### config.mk
export PLATFORM = sky130hd
export DESIGN_NAME = usb_pwr_mode_ctrl
export DESIGN_NICKNAME = d
export VERILOG_FILES = /design/src/rtl/usb_pm_pkg.sv /design/src/rtl/upm_mode_reg.sv /design/src/rtl/upm_suspend.sv /design/src/rtl/upm_resume.sv /design/src/rtl/usb_pwr_mode_ctrl.sv
export SDC_FILE = /design/constraint.sdc
export NUM_CORES = 1
export LEC_CHECK = 0
export BUFFER_PORTS_ARGS = -buffer_cell sky130_fd_sc_hd__buf_2
export CAP_MARGIN = 15
export CORE_ASPECT_RATIO = 1.4
export CORE_UTILIZATION = 47
export DETAILED_ROUTE_END_ITERATION = 7
export GPL_TIMING_DRIVEN = 0
export PLACE_DENSITY = 0.78
export SETUP_SLACK_MARGIN = 0.1
export SLEW_MARGIN = 20
export SYNTH_ARGS = -nofsm -noshare
export SYNTH_HDL_FRONTEND = slang
export SYNTH_HIERARCHICAL = 1
export SYNTH_SLANG_ARGS = --single-unit
### constraint.sdc
create_clock -name clk -period 2.3 [get_ports clk]
set_input_delay 0.46 -clock clk [delete_from_list [all_inputs] [get_ports clk]]
set_output_delay 0.46 -clock clk [all_outputs]
set_load 0.02 [all_outputs]
### src/rtl/usb_pm_pkg.sv
package usb_pm_pkg;

    localparam int MODE_W = 8;

    // mode byte bit positions
    localparam int B_CLK_ON   = 7;
    localparam int B_RESUME   = 6;
    localparam int B_SUSPEND  = 5;
    localparam int B_SRST     = 4;
    localparam int B_IRQ_EN   = 3;
    localparam int B_CS_WAKE  = 2;
    localparam int B_PWR_OFF  = 1;
    localparam int B_PULLUP   = 0;

    // bits that survive a USB bus reset
    localparam logic [MODE_W-1:0] BUSRST_KEEP =
        MODE_W'((1 << B_IRQ_EN) | (1 << B_PWR_OFF) | (1 << B_PULLUP));

    typedef enum logic [1:0] {
        RS_IDLE  = 2'd0,
        RS_WAIT  = 2'd1,
        RS_DRIVE = 2'd2
    } resume_st_e;

endpackage

### src/rtl/upm_mode_reg.sv
module upm_mode_reg
    import usb_pm_pkg::*;
(
    input  logic              clk,
    input  logic              rst_n,
    input  logic              wr_en,
    input  logic [MODE_W-1:0] wr_byte,
    input  logic              bus_rst,
    output logic [MODE_W-1:0] mode,
    output logic              go_susp_p,
    output logic              send_res_p,
    output logic              srst_p
);

    typedef struct packed {
        logic [MODE_W-1:0] mode;
        logic              go_susp;
        logic              send_res;
        logic              srst;
    } mreg_s;

    localparam mreg_s MREG_RST = '{mode: '0, go_susp: 1'b0, send_res: 1'b0, srst: 1'b0};

    mreg_s q, d;

    // falling command bit: stored 1, written 0
    function automatic logic falls(input logic [MODE_W-1:0] old_v,
                                   input logic [MODE_W-1:0] new_v,
                                   input int unsigned       idx);
        return old_v[idx] & ~new_v[idx];
    endfunction

    always_comb begin
        d          = q;
        d.go_susp  = 1'b0;
        d.send_res = 1'b0;
        d.srst     = 1'b0;
        if (q.srst) begin
            // the reset pulse cycle clears everything
            d = MREG_RST;
        end else begin
            if (wr_en) begin
                d.mode = wr_byte;
                if (!bus_rst) begin
                    d.go_susp  = falls(q.mode, wr_byte, B_SUSPEND);
                    d.send_res = falls(q.mode, wr_byte, B_RESUME);
                    d.srst     = falls(q.mode, wr_byte, B_SRST);
                end
            end
            if (bus_rst) begin
                d.mode = d.mode & BUSRST_KEEP;
            end
        end
    end

    always_ff @(posedge clk or negedge rst_n) begin
        if (!rst_n) begin
            q <= MREG_RST;
        end else begin
            q <= d;
        end
    end

    assign mode       = q.mode;
    assign go_susp_p  = q.go_susp;
    assign send_res_p = q.send_res;
    assign srst_p     = q.srst;

endmodule

### src/rtl/upm_suspend.sv
module upm_suspend #(
    parameter int CLKSTOP_MS = 2
) (
    input  logic clk,
    input  logic rst_n,
    input  logic clear,
    input  logic go_p,
    input  logic res_p,
    input  logic clk_always_on,
    input  logic cs_wake_en,
    input  logic cs_n,
    input  logic ms_tick,
    output logic suspended,
    output logic clk_en
);

    localparam int CNT_W = (CLKSTOP_MS < 2) ? 1 : $clog2(CLKSTOP_MS);
    localparam logic [CNT_W-1:0] CNT_LAST = CNT_W'(CLKSTOP_MS - 1);

    typedef struct packed {
        logic             susp;
        logic             clk_on;
        logic [CNT_W-1:0] cnt;
    } susp_s;

    localparam susp_s SUSP_RST = '{susp: 1'b0, clk_on: 1'b1, cnt: '0};

    susp_s q, d;
    logic  wake;

    always_comb begin
        wake = res_p | (q.susp & cs_wake_en & ~cs_n);
        d    = q;
        if (clear) begin
            d = SUSP_RST;
        end else if (wake) begin
            d = SUSP_RST;
        end else if (go_p && !q.susp) begin
            d.susp   = 1'b1;
            d.clk_on = 1'b1;
            d.cnt    = '0;
        end else if (q.susp) begin
            if (clk_always_on) begin
                d.clk_on = 1'b1;
                d.cnt    = '0;
            end else if (q.clk_on && ms_tick) begin
                if (q.cnt == CNT_LAST) begin
                    d.clk_on = 1'b0;
                    d.cnt    = '0;
                end else begin
                    d.cnt = q.cnt + 1'b1;
                end
            end
        end
    end

    always_ff @(posedge clk or negedge rst_n) begin
        if (!rst_n) begin
            q <= SUSP_RST;
        end else begin
            q <= d;
        end
    end

    assign suspended = q.susp;
    assign clk_en    = q.clk_on;

endmodule

### src/rtl/upm_resume.sv
module upm_resume
    import usb_pm_pkg::*;
#(
    parameter int DELAY_MS = 5,
    parameter int LEN_MS   = 10
) (
    input  logic clk,
    input  logic rst_n,
    input  logic clear,
    input  logic start,
    input  logic ms_tick,
    output logic drive
);

    localparam int MAX_MS = (DELAY_MS > LEN_MS) ? DELAY_MS : LEN_MS;
    localparam int CNT_W  = (MAX_MS < 2) ? 1 : $clog2(MAX_MS);
    localparam logic [CNT_W-1:0] WAIT_LAST  = CNT_W'(DELAY_MS - 1);
    localparam logic [CNT_W-1:0] DRIVE_LAST = CNT_W'(LEN_MS - 1);

    typedef struct packed {
        resume_st_e       st;
        logic [CNT_W-1:0] cnt;
    } res_s;

    localparam res_s RES_RST = '{st: RS_IDLE, cnt: '0};

    res_s q, d;

    always_comb begin
        d = q;
        if (clear) begin
            d = RES_RST;
        end else begin
            unique case (q.st)
                RS_IDLE: begin
                    if (start) begin
                        d.st  = RS_WAIT;
                        d.cnt = '0;
                    end
                end
                RS_WAIT: begin
                    if (ms_tick) begin
                        if (q.cnt == WAIT_LAST) begin
                            d.st  = RS_DRIVE;
                            d.cnt = '0;
                        end else begin
                            d.cnt = q.cnt + 1'b1;
                        end
                    end
                end
                RS_DRIVE: begin
                    if (ms_tick) begin
                        if (q.cnt == DRIVE_LAST) begin
                            d = RES_RST;
                        end else begin
                            d.cnt = q.cnt + 1'b1;
                        end
                    end
                end
                default: d = RES_RST;
            endcase
        end
    end

    always_ff @(posedge clk or negedge rst_n) begin
        if (!rst_n) begin
            q <= RES_RST;
        end else begin
            q <= d;
        end
    end

    assign drive = (q.st == RS_DRIVE);

endmodule

### src/rtl/usb_pwr_mode_ctrl.sv
module usb_pwr_mode_ctrl
    import usb_pm_pkg::*;
#(
    parameter int DATA_W     = 16,
    parameter int RES_DLY_MS = 5,
    parameter int RES_LEN_MS = 10,
    parameter int CLKSTOP_MS = 2
) (
    input  logic              clk,
    input  logic              rst_n,
    input  logic              wr_en,
    input  logic [DATA_W-1:0] wr_data,
    output logic [DATA_W-1:0] rd_data,
    input  logic              bus_rst,
    input  logic              ms_tick,
    input  logic              cs_n,
    output logic              soft_rst_pulse,
    output logic              resume_drive,
    output logic              suspended,
    output logic              clk_en,
    output logic              susp_pwr,
    output logic              pullup_en,
    output logic              irq_global_en
);

    logic [MODE_W-1:0] mode;
    logic              go_susp_p;
    logic              send_res_p;
    logic              srst_p;

    generate
        if (DATA_W > MODE_W) begin : g_wide
            logic wr_hi_unused;
            assign wr_hi_unused = ^wr_data[DATA_W-1:MODE_W];
        end
    endgenerate

    upm_mode_reg u_mode (
        .clk        (clk),
        .rst_n      (rst_n),
        .wr_en      (wr_en),
        .wr_byte    (wr_data[MODE_W-1:0]),
        .bus_rst    (bus_rst),
        .mode       (mode),
        .go_susp_p  (go_susp_p),
        .send_res_p (send_res_p),
        .srst_p     (srst_p)
    );

    upm_suspend #(.CLKSTOP_MS(CLKSTOP_MS)) u_susp (
        .clk           (clk),
        .rst_n         (rst_n),
        .clear         (srst_p),
        .go_p          (go_susp_p),
        .res_p         (send_res_p),
        .clk_always_on (mode[B_CLK_ON]),
        .cs_wake_en    (mode[B_CS_WAKE]),
        .cs_n          (cs_n),
        .ms_tick       (ms_tick),
        .suspended     (suspended),
        .clk_en        (clk_en)
    );

    upm_resume #(.DELAY_MS(RES_DLY_MS), .LEN_MS(RES_LEN_MS)) u_res (
        .clk     (clk),
        .rst_n   (rst_n),
        .clear   (srst_p),
        .start   (send_res_p),
        .ms_tick (ms_tick),
        .drive   (resume_drive)
    );

    always_comb begin
        rd_data             = '0;
        rd_data[MODE_W-1:0] = mode;
    end

    assign soft_rst_pulse = srst_p;
    assign susp_pwr       = suspended & mode[B_PWR_OFF];
    assign pullup_en      = mode[B_PULLUP];
    assign irq_global_en  = mode[B_IRQ_EN];

endmodule

==> Yosys cells after proc, flatten, opt, wreduce, memory -nomap -nowiden <==
Cells that the tools add are included.
{ "word_totals": {"register_bits": 20, "in_bits": 22} }
{ "op_classes": {"n_reduce_logical": 13, "eq_ne": 9, "addsub": 2, "mux": 22, "bitwise_logic": 11} }
{ "ops": {"columns": ["operator", "n"], "rows": [
  ["two-way mux 6 bit", 4],
  ["two-way mux 11 bit", 2],
  ["one-hot mux 6 bit (3 select lines)", 1],
  ["two-way mux 2 bit", 6],
  ["nonzero test 5 bit", 2],
  ["two-way mux 3 bit", 3],
  ["two-way mux 4 bit", 2],
  ["two-way mux 8 bit", 1],
  ["AND 1 bit", 6],
  ["!= test 3 x 2 -> 1 bit, second input constant", 2],
  ["!= test 3 bit, second input constant", 2],
  ["AND reduction 3 bit", 2],
  ["nonzero test 3 bit", 2],
  ["AND reduction 5 bit", 1],
  ["adder 4 x 1 -> 4 bit, second input constant", 1],
  ["== test 4 x 3 -> 1 bit, second input constant", 1],
  ["== test 4 bit, second input constant", 1],
  ["NOT 1 bit", 4],
  ["nonzero test 4 bit", 1],
  ["two-way mux 1 bit", 3],
  ["!= test 3 x 1 -> 1 bit, second input constant", 1],
  ["== test 2 x 1 -> 1 bit, second input constant", 1],
  ["== test 2 bit, second input constant", 1],
  ["logical AND 1 bit", 2],
  ["other kinds (5)", 5]
]} }

==> Depth between registers and ports, before layout <==
Gate-level depths: netlist (run 1).
{ "depth": {"ltp_word": 8, "mapped_depth": 6} }

==> Cells and area by module <==
Netlist (run 1), hierarchy kept.
{ "modules_own_cells": {"columns": ["module", "instances", "cells_each", "seq_area_each_um2", "area_each_um2"], "rows": [
  ["upm_mode_reg", 1, 33, 275.3, 434.2],
  ["upm_resume", 1, 38, 150.1, 394.1],
  ["upm_suspend", 1, 19, 76.3, 172.7],
  ["usb_pwr_mode_ctrl", 1, 12, 0.0, 85.1]
]} }

==> Worst setup path before layout (run 1) <==
OpenSTA, ideal clock, no wires.
{ "synth_path": {"path_kind": "reg2reg", "startpoint": "register u_mode.q (netlist bit u_mode/srst_p)", "endpoint": "register u_res/q[3] (netlist bit)", "path_slack_ns": 0.547, "synth_period_minus_slack_ns": 1.753, "t_required_ns": 2.174, "path_stages_with_launch": 5, "arrival_time_ns": 1.627, "cell_sequence": "dfrtp_1 > or4_4 > o31ai_4 > nor2_4 > a221o_1"} }
{ "synth_between": {"elab_chain_cells": 2, "word_cells_on_any_way": 5, "cone_classes": "eq/ne: 3; mux: 1; reduce/logical: 1"} }
{ "synth_lines": {"columns": ["item", "line", "text"], "rows": [
  ["start, declared", "upm_mode_reg.sv:24", "mreg_s q, d;"],
  ["start signal, assigned", "upm_mode_reg.sv:58", "q <= MREG_RST;"],
  ["start signal, assigned", "upm_mode_reg.sv:60", "q <= d;"],
  ["!= test 3 bit (no line) or != test 3 x 2 -> 1 bit (tied branches)", null, null],
  ["AND reduction 3 bit (no line)", null, null],
  ["end signal, assigned", "upm_resume.sv:67", "q <= RES_RST;"],
  ["end signal, assigned", "upm_resume.sv:69", "q <= d;"],
  ["end, declared", "upm_resume.sv:27", "res_s q, d;"]
]} }
Several ways; a longest one is shown, not always the timed one.
A chain may end at the register's enable or synchronous reset.

==> Worst setup path in the final report (run 1) <==
Same ends and word-level chain as after synthesis.

==> results of run 1 <==
-- layer usage --
layer,global-route usage [%],up-vias,routed length (microns)
met5,0,-,0
met4,9.375,0,31
met1,20.00,382,863
li1,-,416,-
met3,1.840,2,100
met2,30.74,26,917
-- state kept, by name, indices dropped and copies added, names as in the netlist --
| signal | flops |
|---|---|
| u_res/q | 6 |
| u_mode/send_res_p | 1 |
| u_susp/suspended | 1 |
| u_susp/clk_en | 1 |
| u_mode/srst_p | 1 |
| u_mode/mode | 8 |
| u_mode/go_susp_p | 1 |
| u_susp/q | 1 |
-- stage by stage --
step	util [%]	hold WS, ns	instances	total power (W)
5_1_grt	60.23	0.1212	162	0.001242
2_1_floorplan	-	0.1644	109	0.0008551
4_1_cts	60.23	0.1030	162	0.001171
3_3_place_gp	58.56	0.4228	158	0.0009458
6_report	60.23	0.09306	162	0.001163
3_5_place_dp	58.56	0.4284	158	0.0009702
-- worst max-delay path, delay by kind of cell (launching register included) --
kind               cells  cell delay [ns]
and+or+nand+nor        2             0.70
DFF                    1             0.55
AOI/OAI and AO/OA      2             0.44
-- cell families (layout without fill, tap and decap cells) --
group / count (synthesis) / in the layout / synth area share (%)
AOI/OAI and AO/OA: 16 / 16 / 12.56
other: 1 / 8 / 0.3453
xor gates and xnor gates: 1 / 1 / 0.8066
muxes: 9 / 9 / 8.410
buffers and inverters: 15 / 46 / 9.331
and+or+nand+nor: 37 / 37 / 18.89
adders and majority gates: 3 / 3 / 3.457
DFF: 20 / 20 / 46.20
-- where the power goes --
group | internal [W] | leakage, nW | total (W) | switching, W
logic | 0.000213 | 0.412 | 0.000454 | 0.000241
clock network | 0.0000962 | 0.0210 | 0.000196 | 0.0000995
registers | 0.000427 | 0.256 | 0.000513 | 0.0000864
-- final cells by class --
cell class | count | area (sq um) | share of cell area [%]
plain buffers | 11 | 86.33 | 6.584
clock buffers | 4 | 36.28 | 2.767
inverters | 4 | 15.01 | 1.145
multi-input cells | 74 | 509.2 | 38.84
flip-flops and latches | 20 | 501.7 | 38.26
well taps | 22 | 27.53 | 2.099
repair buffers | 27 | 135.1 | 10.31
-- worst max path at each step --
| stage | startpoint | to | slack (ns) | cells after the start |
|---|---|---|---|---|
| floorplan | u_mode/srst_p | u_res/q[3] | 0.55 | 4 |
| global placement | u_mode/srst_p | u_res/q[3] | 0.53 | 4 |
| detailed placement | u_mode/srst_p | u_res/q[3] | 0.49 | 4 |
| CTS | u_mode/srst_p | u_res/q[3] | 0.50 | 4 |
| global route | u_mode/srst_p | u_res/q[3] | 0.43 | 4 |
| finish | u_mode/srst_p | u_res/q[3] | 0.49 | 4 |
-- placed cells by master (no fill, tap or decap), types with 2 or more instances in the layout --
cell type   n
o21ai_0     2
nor3b_1     4
buf_4      10
nand3b_1    2
dfrtp_1    19
inv_1       4
nor2b_1     3
clkbuf_4    3
nor2_1     15
a22o_1      2
conb_1      8
ha_1        3
nand2_1     5
mux2i_1     8
a311o_1     2
buf_2      27
==> impl_metrics.env, run 1 <==
export IMPL_yosysUniqueCellTypes=36
export IMPL_dieArea_sq_mm=0.002510
export IMPL_drv_slew=0
export IMPL_vias=826
export IMPL_drc=0
export IMPL_drive_gt1_share_pct=34.29
export IMPL_hold_path_class="input port to asynchronous set/reset pin"
export IMPL_setup_ws_ns=0.4947
export IMPL_die_width_microns=42.63
export IMPL_root_buffer="clkbuf_4"
export IMPL_setup_violations=0
export IMPL_cp_end_kind="flip-flop"
export IMPL_path_class="flip-flop to flip-flop"
export IMPL_synth_top_area_share_pct=43.78
export IMPL_finalWirelength_microns=1913
export IMPL_initial_utilization_pct=49.89
export IMPL_dr_first_iter_drc_count=25
export IMPL_p_per_area_mw_per_mm2=887.0
export IMPL_r2r_end="u_res/q[3]"
export IMPL_ctsResizeCount=0
export IMPL_cts_max_level=1
export IMPL_rsz0062_at_grt="false"
export IMPL_syn2layout_area_growth_pct=20.74
export IMPL_period_share_pct=78.49
export IMPL_insertion_delay_ns=0.29
export IMPL_core_area_sq_mm=0.002177
export IMPL_n_antenna_cell=0
export IMPL_async_flop_share_pct=100.0
export IMPL_port_buffers=27
export IMPL_max_stage_delay_ns=0.61
export IMPL_grt_pass1_vias=790
export IMPL_row_count=20
export IMPL_cap_violations=0
export IMPL_nFillCells=180
export IMPL_cts_buffers=3
export IMPL_dpl_hpwl_microns=1482
export IMPL_fmax_mhz=553.9
export IMPL_cts_buffer_depth=2
export IMPL_grt_ovfl_total=0
export IMPL_timing_final_hold_violations=0
export IMPL_grt_use_total_pct=17.27
export IMPL_synth_edf_count=0
export IMPL_synthMostInstantiatedCell="dfrtp_1"
export IMPL_synthTopCellsByArea="dfrtp_1 (44%), mux2i_1 (7.4%), buf_4 (6.9%)"
export IMPL_synth_common_cells="dfrtp_1 (19), nor2_1 (15), buf_4 (10)"
export IMPL_critPathLaunchType="flip-flop"
export IMPL_reg2reg_slack_ns=0.49
export IMPL_holdBufCountCts=0
export IMPL_firstDrtPassIters=4
export IMPL_io_pins=45
export IMPL_pre_cts_ws_ns=0.4929
export IMPL_grt_pass1_wl_microns=3305
export IMPL_place_congestion=0.6803
export IMPL_place_area_sq_mm=0.001275
export IMPL_critPathSlowestCell="or4_4"
export IMPL_setup_tns_final_ns=0
export IMPL_crit_chain="or4_4 -> o31ai_4 -> nor2_4 -> a221o_1"
export IMPL_detail_route_antenna_nets=0
export IMPL_wl_per_cell_microns=11.81
export IMPL_cts_tree="yes"
export IMPL_ff2ff_path_depth=4
export IMPL_cp_arrival_ns=1.99
export IMPL_path_max_fanout=13
export IMPL_syn_cell_area_sq_mm=0.001086
export IMPL_ys_seq_area_share_pct=46.20
export IMPL_status="complete, no violations"
export IMPL_avgSynthCellArea_sq_um=10.65
export IMPL_viasPerCell=5.099
export IMPL_post_cts_setup_buffers=0
export IMPL_synthCells=102
export IMPL_cts_sinks=20
export IMPL_grt_max_degree=21
export IMPL_leakagePower_nw=0.6892
export IMPL_clk_pin_slew_worst_paths_ns=0.11
export IMPL_fin_nets=166
export IMPL_ys_flop_type="dfrtp_1"
export IMPL_ir_worst_vdd_v=0.0005149
export IMPL_skew_ns=0.002391
export IMPL_die_y_microns=58.88
export IMPL_synth_seq_cells=20
export IMPL_regToRegStartpoint="u_mode/srst_p"
export IMPL_cp_required_ns=2.48
export IMPL_yosys_warnings=6
export IMPL_grt_antenna_before_repair=0
export IMPL_fin_area_sq_mm=0.001311
export IMPL_period_minus_slack_ns=1.805
export IMPL_yosysTopAreaCell="dfrtp_1"
(Power assumes the default switching activity.)
==> run 2: changes to the inputs <==
- CORE_UTILIZATION: 47 -> 42
- PLACE_DENSITY: 0.78 -> 0.74
- clock period: 2.3 -> 1.6 ns (I/O delays scaled with it)
==> run 2 against run 1 <==
  * Sequential share of layout area down 3.1 points
  * Combinational power up 89%
  * Fmax up 13%
  * Die area up 11%
  * Sequential cell count unchanged
  * Global-route usage down 0.67 points
  * Total power up 57%
  * Final cell count up 14%
  * Hold slack better by 0.084 ns
  * Register-to-register slack worse by 0.49 ns
==> impl_metrics.env, run 2 (synthesized netlist as in run 1, its figures left out) <==
export IMPL_place_area_sq_mm=0.001291
export IMPL_crit_family="simple AND/OR/NAND/NOR gates"
export IMPL_largest_reg_flops=8
export IMPL_finalNonFillerCells=185
export IMPL_cts_tree="yes"
export IMPL_skew_ns=0.003993
export IMPL_cts_buffers=3
export IMPL_timing_final_hold_violations=0
export IMPL_syn2layout_area_growth_pct=32.37
export IMPL_grt_pass1_vias=836
export IMPL_drv_slew=0
export IMPL_critPathLaunchType="flip-flop"
export IMPL_dpl_hpwl_microns=1481
export IMPL_path_buf_inv=0
export IMPL_clk_pin_slew_worst_paths_ns=0.11
export IMPL_hold_path_class="input port to flip-flop"
export IMPL_ir_worst_vdd_v=0.0007021
export IMPL_dp_cells=170
export IMPL_p_per_area_mw_per_mm2=1271
export IMPL_io_pins=45
export IMPL_fin_util_pct=59.47
export IMPL_pre_cts_ws_ns=-0.07287
export IMPL_root_buffer="clkbuf_4"
export IMPL_cp_required_ns=1.78
export IMPL_initial_utilization_pct=44.93
export IMPL_nFillCells=217
export IMPL_detail_route_antenna_nets=0
export IMPL_row_count=21
export IMPL_setup_violations=0
export IMPL_leakagePower_nw=0.7360
export IMPL_final_common_cell="buf_2"
export IMPL_setup_ws_ns=0.007445
export IMPL_firstDrtPassIters=4
export IMPL_finalWirelength_microns=2205
export IMPL_grt_max_degree=21
export IMPL_grt_use_total_pct=16.60
export IMPL_path_max_fanout=4
export IMPL_drive_gt1_share_pct=43.71
export IMPL_vias=893
export IMPL_grt_pass1_wl_microns=3519
export IMPL_wl_per_cell_microns=11.92
export IMPL_finalHoldWorstSlack_ns=0.1766
export IMPL_crit_chain="or4_4 -> o31ai_4 -> nor2_4 -> a221o_1"
export IMPL_dieArea_sq_mm=0.002796
export IMPL_die_y_microns=62.17
export IMPL_cp_arrival_ns=1.77
export IMPL_cap_violations=0
export IMPL_period_share_pct=99.53
export IMPL_path_class="flip-flop to flip-flop"
export IMPL_status="complete, no violations"
export IMPL_reg2reg_slack_ns=0.007
export IMPL_viasPerCell=4.827
export IMPL_critPathSlowestCell="or4_4"
export IMPL_n_antenna_cell=0
export IMPL_die_width_microns=44.98
export IMPL_cts_sinks=20
export IMPL_port_buffers=27
export IMPL_max_stage_delay_ns=0.53
export IMPL_grt_ovfl_total=0
export IMPL_fmax_mhz=627.9
export IMPL_cp_end_kind="flip-flop"
export IMPL_fin_nets=177
export IMPL_insertion_delay_ns=0.30
export IMPL_rsz0062_at_grt="true"
export IMPL_place_congestion=0.7120
export IMPL_dr_first_iter_drc_count=23
export IMPL_core_area_sq_mm=0.002417
export IMPL_grt_antenna_before_repair=0
export IMPL_fin_area_sq_mm=0.001438
export IMPL_cts_max_level=1
export IMPL_drc=0
export IMPL_layout_common_cells="buf_2 (26), buf_4 (21), dfrtp_1 (16)"
export IMPL_period_minus_slack_ns=1.593
export IMPL_cts_buffer_depth=2
-- run 2: cell types whose count changed in the layout (fill, tap and decap cells not counted), moves of 2 or more --
cell | before | now
buf_4 | 10 | 21
dfrtp_1 | 19 | 16
dfrtp_2 | 0 | 3
inv_1 | 4 | 2
inv_2 | 0 | 2
nor3b_1 | 4 | 2
nor3b_2 | 0 | 2
-- run 2: repair_timing --
action | CTS | global route
hold buffers | 1 | 0
endpoints found under the setup margin | 4 | 8
setup buffers | 8 | 2
gates resized for setup | 4 | 6
endpoints found under the hold margin | 19 | 0
pin swaps | 1 | 5
-- run 2: metal layers --
layer	share of wire (%)	track usage, %
met1	43	22.14
met2	53	25.91
met3	3.7	3.198
met4	0.54	6.439
met5	0	0
-- run 2: report_power, final --
part / leakage [nW] / internal (W) / switching (W) / total (W)
clock: 0.0150 / 0.0000970 / 0.000152 / 0.000249
combinational: 0.469 / 0.000431 / 0.000429 / 0.000859
sequential: 0.252 / 0.000617 / 0.000102 / 0.000719
total: 0.736 / 0.00114 / 0.000683 / 0.00183
-- run 2: through the flow --
stage / power, W / TNS [ns]
finish: 0.001827 / 0
global route: 0.001953 / -0.03150
CTS: 0.001752 / 0
detailed placement: 0.001393 / -0.1151
global placement: 0.001361 / -0.04102
floorplan: 0.001229 / 0
-- run 2: cell type report --
class,instances,area [sq um],share of cell area [%]
inverter,4,15.01,1.044
sequential,20,505.5,35.16
timing repair buffer,38,222.7,15.49
clock buffer,4,26.28,1.828
multi-input combinational,74,539.3,37.51
tap,34,42.54,2.959
buffer,11,86.33,6.005
-- run 2: final timing paths --
kind	from	to	cells past startpoint
min in group asynchronous	rst_n	u_susp/suspended	2
worst max register to register	u_res/q[4]	u_res/q[3]	4
max in group asynchronous	rst_n	u_susp/clk_en	2
worst max-delay path	u_res/q[4]	u_res/q[3]	4
worst min-delay path	wr_data[4]	u_mode/srst_p	2
worst min register to register	u_res/q[5]	u_res/q[4]	1
==> run 3: changes to the inputs <==
- RECOVER_POWER: default -> 50
==> run 3 against run 2 <==
  * Final cell count is the same
  * Total power barely moved
  * Utilization unchanged
  * First-iteration DRC count is the same
  * Register-to-register slack hardly changed
  * Critical path depth unchanged
  * Fmax is essentially flat
  * Wire length decreased by 0.14%
  * Hold slack hardly changed
  * Design area is the same
  * Critical path type unchanged
  * Critical endpoint unchanged
==> impl_metrics.env, run 3 (synthesized netlist as in run 1, its figures left out) <==
export IMPL_insertion_delay_ns=0.30
export IMPL_path_max_fanout=4
export IMPL_r2r_end="u_res/q[3]"
export IMPL_drv_slew=0
export IMPL_cts_max_level=1
export IMPL_path_class="flip-flop to flip-flop"
export IMPL_viasPerCell=4.827
export IMPL_io_pins=45
export IMPL_syn2layout_area_growth_pct=32.37
export IMPL_worst_slew_pin_slew_ns=0.5060
export IMPL_drc=0
export IMPL_dp_cells=170
export IMPL_whs_path_depth=2
export IMPL_period_minus_slack_ns=1.593
export IMPL_pre_cts_ws_ns=-0.07287
export IMPL_dr_first_iter_drc_count=23
export IMPL_cts_sinks=20
export IMPL_die_width_microns=44.98
export IMPL_crit_chain="or4_4 -> o31ai_4 -> nor2_4 -> a221o_1"
export IMPL_hold_path_end="u_mode/srst_p"
export IMPL_rsz0062_at_grt="true"
export IMPL_cp_end_kind="flip-flop"
export IMPL_hold_path_class="input port to flip-flop"
export IMPL_setup_tns_final_ns=0
export IMPL_n_antenna_cell=0
export IMPL_combPwrFrac_pct=47.0
export IMPL_status="complete, no violations"
export IMPL_max_stage_delay_ns=0.53
export IMPL_cap_violations=0
export IMPL_critPathLaunchType="flip-flop"
export IMPL_detail_route_antenna_nets=0
export IMPL_root_buffer="clkbuf_4"
export IMPL_dieArea_sq_mm=0.002796
export IMPL_intPower_w=0.001145
export IMPL_fin_nets=177
export IMPL_row_count=21
export IMPL_p_per_area_mw_per_mm2=1271
export IMPL_p_seq_share_pct=39.3
export IMPL_cp_arrival_ns=1.77
export IMPL_hp_start="wr_data[4]"
export IMPL_cts_buffer_depth=2
export IMPL_final_common_cell="buf_2"
export IMPL_firstDrtPassIters=4
export IMPL_die_y_microns=62.17
export IMPL_port_buffers=27
export IMPL_layout_common_cells="buf_2 (25), buf_4 (21), dfrtp_1 (16)"
export IMPL_clk_pin_slew_worst_paths_ns=0.11
export IMPL_cts_buffers=3
export IMPL_switchingPower_w=0.0006831
export IMPL_grt_antenna_before_repair=0
export IMPL_fmax_mhz=627.9
export IMPL_crit_family="simple AND/OR/NAND/NOR gates"
export IMPL_wl_per_cell_microns=11.90
export IMPL_setup_violations=0
export IMPL_timing_final_hold_violations=0
export IMPL_ir_worst_vdd_v=0.0007021
export IMPL_core_area_sq_mm=0.002417
export IMPL_finalWirelength_microns=2202
export IMPL_slew_limit_headroom_pct=66.27
export IMPL_leakagePower_nw=0.7350
export IMPL_reg2reg_slack_ns=0.007
export IMPL_skew_ns=0.004034
export IMPL_grt_pass1_vias=836
export IMPL_regToRegStartpoint="u_res/q[4]"
export IMPL_place_congestion=0.7120
export IMPL_drive_gt1_share_pct=43.71
export IMPL_ff2ff_path_depth=4
export IMPL_path_buf_inv=0
export IMPL_vias=893
export IMPL_largest_reg_flops=8
export IMPL_initial_utilization_pct=44.93
export IMPL_finalHoldWorstSlack_ns=0.1766
export IMPL_total_power_w=0.001828
export IMPL_cts_tree="yes"
export IMPL_setup_ws_ns=0.007452
export IMPL_cp_required_ns=1.78
export IMPL_grt_max_degree=21
export IMPL_pwr_share_clk_pct=13.6
export IMPL_finalNonFillerCells=185
export IMPL_grt_ovfl_total=0
export IMPL_period_share_pct=99.53
export IMPL_grt_pass1_wl_microns=3519
export IMPL_grt_use_total_pct=16.60
export IMPL_p_sw_share_pct=37.37
export IMPL_dpl_hpwl_microns=1481
export IMPL_critPathSlowestCell="or4_4"
[run 3: power groups by stage]
stage                     logic (W)  registers, W  clock network, W
after floorplan            0.000470      0.000759                 0
after global routing       0.000932      0.000733          0.000288
after CTS                  0.000786      0.000715          0.000251
after global placement     0.000627      0.000734                 0
final                      0.000860      0.000719          0.000249
after detailed placement   0.000647      0.000745                 0
[run 3: how the worst max path moves through the flow]
stage               start    endpoint  slack, ns  cells past startpoint
6_report       u_res/q[4]  u_res/q[3]      0.007                      4
5_1_grt        u_res/q[4]  u_res/q[3]      -0.03                      4
4_1_cts        u_res/q[4]  u_res/q[3]       0.05                      4
3_5_place_dp   u_res/q[0]  u_res/q[3]      -0.07                      6
3_3_place_gp   u_res/q[0]  u_res/q[3]      -0.03                      6
2_1_floorplan  u_res/q[4]  u_res/q[3]       0.06                      4
[run 3: per-layer routing]
| layer | vias up | share of wire, % | global-route usage, % | wire length (microns) |
|---|---|---|---|---|
| li1 | 434 | - | - | - |
| met1 | 433 | 43 | 22.14 | 947 |
| met2 | 24 | 53 | 25.91 | 1160 |
| met3 | 2 | 3.7 | 3.198 | 82 |
| met4 | 0 | 0.54 | 6.439 | 12 |
| met5 | - | 0 | 0 | 0 |
[run 3: through the flow]
step / instance area, sq um / util [%]
after floorplan: 1114 / -
after global placement: 1291 / 53.42
after detailed placement: 1291 / 53.42
after CTS: 1398 / 57.82
after global routing: 1438 / 59.47
final: 1438 / 59.47
[run 3: repair_timing]
action	CTS	global route
endpoints found under the hold margin	19	0
buffers inserted	8	2
hold buffers	1	0
gates resized for setup	4	6
endpoints found under the setup margin	4	8
pin swaps	1	5
[run 3: cell type report]
type,instances,area (sq um)
well taps,34,42.54
multi-input cells,74,539.3
inverters,4,15.01
plain buffers,11,86.33
flip-flops and latches,20,505.5
clock buffers,4,26.28
repair buffers,38,222.7
fillers,217,979.7
